[src/rtl/wb_slot_pkg.sv]
`timescale 1ns/1ps
// Package: shared helpers for the writeback slot reservation block.
// Assumes: callers pass positive counts.
package wb_slot_pkg;
    // Width of an index able to address n items (at least one bit).
    function automatic int idx_w(input int n);
        return (n > 1) ? $clog2(n) : 1;
    endfunction
endpackage

[src/rtl/wb_slot_vec.sv]
`timescale 1ns/1ps
// Module: wb_slot_vec
// A latency-indexed booking vector. Bit k set means "taken k cycles from now".
// On every clock the vector moves one place toward bit 0, and a requested
// booking is merged in before the move, so it is seen at idx-1 next cycle.
// Assumes: idx < DEPTH whenever set_en is high (the parent gates this).
module wb_slot_vec #(
    parameter int DEPTH = 512,
    localparam int IW = wb_slot_pkg::idx_w(DEPTH)
) (
    input  logic          clk,
    input  logic          rst_n,
    input  logic          set_en,
    input  logic [IW-1:0] idx,
    output logic          taken
);
    logic [DEPTH-1:0] slots;
    logic [DEPTH-1:0] book;

    // One-hot booking for the requested slot.
    always_comb book = set_en ? (DEPTH'(1) << idx) : '0;

    // Lookup of the requested slot.
    always_comb taken = slots[idx];

    // Merge booking, then advance toward the present; clear on reset.
    always_ff @(posedge clk) begin
        if (!rst_n) slots <= '0;
        else        slots <= (slots | book) >> 1;
    end
endmodule

[src/rtl/wb_bus_pick.sv]
`timescale 1ns/1ps
// Module: wb_bus_pick
// Fixed-priority search: returns the lowest index whose open bit is set.
// Assumes: nothing about the input pattern; found is low for all-zero.
module wb_bus_pick #(
    parameter int NUM_BUS = 2,
    localparam int BIW = wb_slot_pkg::idx_w(NUM_BUS)
) (
    input  logic [NUM_BUS-1:0] open_bus,
    output logic               found,
    output logic [BIW-1:0]     pick
);
    // Scan from the top down so the lowest open bus wins.
    always_comb begin
        found = 1'b0;
        pick  = '0;
        for (int b = NUM_BUS - 1; b >= 0; b--) begin
            if (open_bus[b]) begin
                found = 1'b1;
                pick  = BIW'(b);
            end
        end
    end
endmodule

[src/rtl/wb_slot_reserve.sv]
`timescale 1ns/1ps
// Module: wb_slot_reserve (top)
// Issue-time writeback arbitration for fixed-latency units. One booking
// vector per result bus and one per pipelined unit. Non-stallable requests
// need an open bus at the latency plus a free, non-clashing unit; stallable
// requests need only a free memory dispatch stage.
// Assumes: DEPTH is a power of two; decisions are combinational in the
// request cycle, and bookings take effect from the next clock.
module wb_slot_reserve #(
    parameter int DEPTH    = 512,
    parameter int NUM_BUS  = 2,
    parameter int NUM_UNIT = 2,
    localparam int IW  = wb_slot_pkg::idx_w(DEPTH),
    localparam int LW  = IW + 1,
    localparam int BIW = wb_slot_pkg::idx_w(NUM_BUS),
    localparam int UIW = wb_slot_pkg::idx_w(NUM_UNIT)
) (
    input  logic                clk,
    input  logic                rst_n,
    input  logic                req_valid,
    input  logic                req_stallable,
    input  logic [UIW-1:0]      req_unit,
    input  logic [LW-1:0]       req_lat,
    input  logic [NUM_UNIT-1:0] unit_busy,
    input  logic                mem_busy,
    output logic                grant,
    output logic                bus_ok,
    output logic [BIW-1:0]      bus_idx,
    output logic                lat_err
);
    logic                lat_in;
    logic [IW-1:0]       slot;
    logic [NUM_BUS-1:0]  bus_taken;
    logic [NUM_BUS-1:0]  bus_open;
    logic [NUM_BUS-1:0]  bus_set;
    logic [NUM_UNIT-1:0] unit_sel;
    logic [NUM_UNIT-1:0] occ_taken;
    logic [NUM_UNIT-1:0] occ_set;
    logic                unit_ok;
    logic                grant_fixed;
    logic                grant_mem;

    // Range check and slot index derived from the request latency.
    always_comb begin
        lat_in = (req_lat < LW'(DEPTH));
        slot   = req_lat[IW-1:0];
    end

    // Booking vector per result bus.
    for (genvar b = 0; b < NUM_BUS; b++) begin : g_bus
        wb_slot_vec #(.DEPTH(DEPTH)) u_vec (
            .clk    (clk),
            .rst_n  (rst_n),
            .set_en (bus_set[b]),
            .idx    (slot),
            .taken  (bus_taken[b])
        );
        // A bus is open only for an in-range latency with a clear slot.
        assign bus_open[b] = lat_in & ~bus_taken[b];
        // Book this bus when a fixed-latency grant chose it.
        assign bus_set[b]  = grant_fixed & (bus_idx == BIW'(b));
    end

    // Lowest-index open bus search.
    wb_bus_pick #(.NUM_BUS(NUM_BUS)) u_pick (
        .open_bus (bus_open),
        .found    (bus_ok),
        .pick     (bus_idx)
    );

    // Occupancy vector per pipelined unit.
    for (genvar u = 0; u < NUM_UNIT; u++) begin : g_unit
        assign unit_sel[u] = (req_unit == UIW'(u));
        wb_slot_vec #(.DEPTH(DEPTH)) u_occ (
            .clk    (clk),
            .rst_n  (rst_n),
            .set_en (occ_set[u]),
            .idx    (slot),
            .taken  (occ_taken[u])
        );
        // Book the unit's finish slot on a fixed-latency grant to it.
        assign occ_set[u] = grant_fixed & unit_sel[u];
    end

    // Grant decision for both request kinds.
    always_comb begin
        unit_ok     = |(unit_sel & ~unit_busy & ~occ_taken);
        grant_fixed = req_valid & ~req_stallable & lat_in & bus_ok & unit_ok;
        grant_mem   = req_valid & req_stallable & ~mem_busy;
        grant       = grant_fixed | grant_mem;
        lat_err     = req_valid & ~req_stallable & ~lat_in;
    end
endmodule

[config.mk]
export PLATFORM = sky130hd
export DESIGN_NAME = wb_slot_reserve
export DESIGN_NICKNAME = d
export VERILOG_FILES = /design/src/rtl/wb_slot_pkg.sv /design/src/rtl/wb_slot_vec.sv /design/src/rtl/wb_bus_pick.sv /design/src/rtl/wb_slot_reserve.sv
export SDC_FILE = /design/constraint.sdc
export NUM_CORES = 2
export LEC_CHECK = 0
export BUFFER_PORTS_ARGS = -buffer_cell sky130_fd_sc_hd__buf_2
export CORE_MARGIN = 1
export CORE_UTILIZATION = 63
export DETAILED_ROUTE_END_ITERATION = 16
export GPL_ROUTABILITY_DRIVEN = 0
export MAX_ROUTING_LAYER = met4
export PLACE_DENSITY_LB_ADDON = 0.12
export SETUP_SLACK_MARGIN = 0.5
export SYNTH_ARGS = -nofsm -noshare
export SYNTH_HDL_FRONTEND = slang
export SYNTH_SLANG_ARGS = --single-unit
[constraint.sdc]
create_clock -name clk -period 7.78 [get_ports clk]
set_input_delay 2.334 -clock clk [delete_from_list [all_inputs] [get_ports clk]]
set_output_delay 2.334 -clock clk [all_outputs]
set_load 0.01 [all_outputs]
==> results.toml <==
[clock_network]
clk_path_buf_depth = 3
clk-insertion-delay-late_ns = 0.85
cts.sinks = 2044
cts-hold-fix-buffers = 0
root_buffer = "clkbuf_16"
cts_tree = "done"
clk_pin_slew_worst_paths_ns = 0.06
htree_levels = 4
cts-buffers-inserted = 200

[power]
pwr-share-comb = 0.061
p_sw_frac = 0.230
pwr-share-clk = 0.463
p_int_mw = 16.9
p_leak_nw = 32.1
power.switching_mw = 5.06
pwr-share-seq = 0.476
pwr_density_cell_mw_per_mm2 = 236
ir_drop_uv = 210

[routing]
num_vias = 71800
drtIter0Drc = 12200
wl_per_cell_um = 27.3
vias_per_cell = 6.63
drc = 0
first_pass_iters = 10
ant_nets = 0
wl_mm = 296

[synthesis]
yosysSeqAreaShare = 0.504
synth_nets = 8953
netlist_area_mm2 = 0.0812
netlist_top_cells_count = "nand2_1 (2684), dfxtp_1 (2044), o21ai_0 (1667), clkbuf_1 (474), o21ai_1 (401)"
dominantRegCellSynth = "dfxtp_1"
ys_top_cells_by_area = "dfxtp_1 (50%), nand2_1 (12%), mux4_2 (11%)"
ys_types = 79
synth_top_area_share = 0.504
ys_ff_latch = 2044
synthCells = 8935
synth_edf_count = 0
synth_most_common_cell = "nand2_1"
synth_area_per_cell_um2 = 9.09
yosysWarnings = 0
async_flop_share = 0
synth_top_area_cell = "dfxtp_1"

[run_status]
violations = "setup timing"
outcome = "complete, but fails checks"

[worst_setup_path]
crit_cells = 12
critPathBufInv = 5
cp-startpoint = "req_lat[3]"
worstPathCellList = "buf_4 > clkinv_2 > buf_4 > mux2i_1 > a211oi_1 > o211ai_1 > buf_4 > nand3_1 > a311oi_4 > o211ai_1 > o21ai_1 > buf_2"
crit_required_ns = 5.45
critPathArrivalTime_ns = 5.89
crit_family = "compound AO/OA/AOI/OAI gates"
r2r_start = "g_unit[1].u_occ.slots[319]"
crit_fanout = 10
cpPeakStageDelay_ns = 0.71
critPathKind = "in2out"
crit_slowest_cell = "a211oi_1"
rr_worst_depth = 11
endpoint_kind = "output pin"
path_common_cell = "buf_4"
rrSetupSlack_ns = 3.38
startpoint_type = "input port"
reg2reg_to = "g_unit[1].u_occ.slots[239]"

[die]
fp.dieW_um = 361
ios = 22
die-area_mm2 = 0.130
start_util = 0.636
core_mm2 = 0.128
rows = 131
fp.dieH_um = 361

[sta]
timing.fmax_mhz = 122
min_period_ns = 8.22
worst_pin_slew_ns = 1.29
maxSlewViolCount = 0
final-setup-viol-count = 2
rsz0062_at_grt = "yes"
worst_slack_ns = -0.445
slew_headroom = 0.133
fin_tns_setup_ns = -0.554
clock_skew_ns = 0.0381
fin_crit_sh = 1.06
hold_viol = 0

[grt]
grt_overflow = 0
track_usage = 0.457
grt_pass1_vias = 67600
antenna_found_initial = 16
grt_pass1_wl_mm = 434
grt_max_degree = 267

[placement]
dp_hpwl_mm = 198
io_buffer_count = 21
placed_area_mm2 = 0.0851

[min_path]
min_path_type = "reg2reg"
min-delay-start = "g_bus[1].u_vec.slots[404]"
whs_endpoint = "g_bus[1].u_vec.slots[403]"
hold-path-cell-count = 2

[finish]
fillers = 9195
fin_nets = 8998
area_growth_pct = 14.9
drive_gt1_frac = 0.158
stdcell_area_mm2 = 0.0933

[flow_run]
cap_violations = 0
registers in the layout, indices dropped and copies added (netlist names):
register and count:
g_unit.u_occ.slots 1022, g_bus.u_vec.slots 1022
power groups by stage:
stage	clock, mW	combinational (mW)	sequential (mW)
2_1_floorplan	0	0.630	10.7
5_1_grt	10.6	1.34	10.5
6_report	10.2	1.35	10.5
3_5_place_dp	0	1.18	10.7
3_3_place_gp	0	1.17	10.7
4_1_cts	10.1	1.25	10.5
area by class of cell:
cell class	count	area, µm²	share of cell area
sequential	2044	40900	0.439
clock inverter	63	910	0.00975
tap	1662	2080	0.0223
multi-input combinational	6139	37300	0.400
timing repair buffer	587	6010	0.0644
inverter	8	35.0	0.000376
clock buffer	301	5970	0.0640
antenna	17	42.5	0.000456
layer usage:
layer  track usage  vias up  share of wire  wire (µm)
met5             -        -              0          0
met4         0.272        0          0.072      21200
met3         0.149     1259           0.15      44000
met2         0.625     5166           0.41     121000
met1         0.589    34200           0.37     110000
li1              -    31200              -          -
layout by cell type, fill, tap and decap left out, types with 7 or more instances in the layout:
cell       synthesis  layout
nand2_1         2684    2680
dfxtp_1         2044    2044
o21ai_0         1667    1664
buf_4             42     444
o21ai_1          401     403
mux4_2           384     384
mux2i_1          258     255
clkbuf_16          0     207
a22oi_1          101      97
nor2_1            94      87
buf_12             0      87
nor3_1            89      86
mux2_2            60      59
nand3_1           50      48
clkbuf_8           0      48
clkbuf_1         474      48
a21oi_1           50      44
clkinv_2           0      36
o22ai_1           34      32
bufinv_16          0      23
a31oi_1           21      18
buf_16             0      18
diode_2            0      17
a211oi_1          21      16
a221oi_1          15      15
o221ai_1          15      15
buf_6             50      15
nor2b_1           20      14
buf_2            158      13
nand2b_1          15      12
nand4_1           12      12
o211ai_1          10      10
a2bb2oi_1          9       9
a221o_1            7       7
a311oi_1           9       7
worst register-to-register path: cells and delay by family, from the launching register on:
family | cells | cell delay, ns
buffers and inverters | 3 | 1.32
flip-flops | 1 | 0.60
AND/OR/NAND/NOR | 2 | 0.34
AO/OA/AOI/OAI | 6 | 1.99
logic make-up (layout without fill, tap and decap cells):
logic type / after synthesis / after routing / share of synthesized area
other cells: 1 / 18 / 0.0000462
flops: 2044 / 2044 / 0.504
buf+inv: 752 / 959 / 0.0438
simple gates: 3010 / 3010 / 0.145
compound gates: 2426 / 2426 / 0.161
mux: 702 / 702 / 0.147
worst max path at each step:
| stage | end |
|---|---|
| floorplan | grant |
| global placement | grant |
| detailed placement | grant |
| CTS | grant |
| global route | grant |
| finish | grant |
metrics by stage:
step                      cells  hold slack (ns)  utilization  total power [mW]  worst slack (ns)
after CTS                 10800            0.441        0.727              21.9            -0.120
after floorplan            8935            0.417            -              11.3             0.500
after global placement    10400            0.422        0.666              11.9             -1.01
final                     10800            0.443        0.731              22.0            -0.445
after global routing      10800            0.459        0.731              22.4            -0.337
after detailed placement  10400            0.432        0.666              11.9             -1.06
what timing repair did:
action                                  CTS  global route
endpoints found under the setup margin    3             3
pin swaps                                12            17
gates resized for setup                  96            40
cloned                                   10             2
buffers inserted                         16            17
Power figures use the tool's default switching activity.
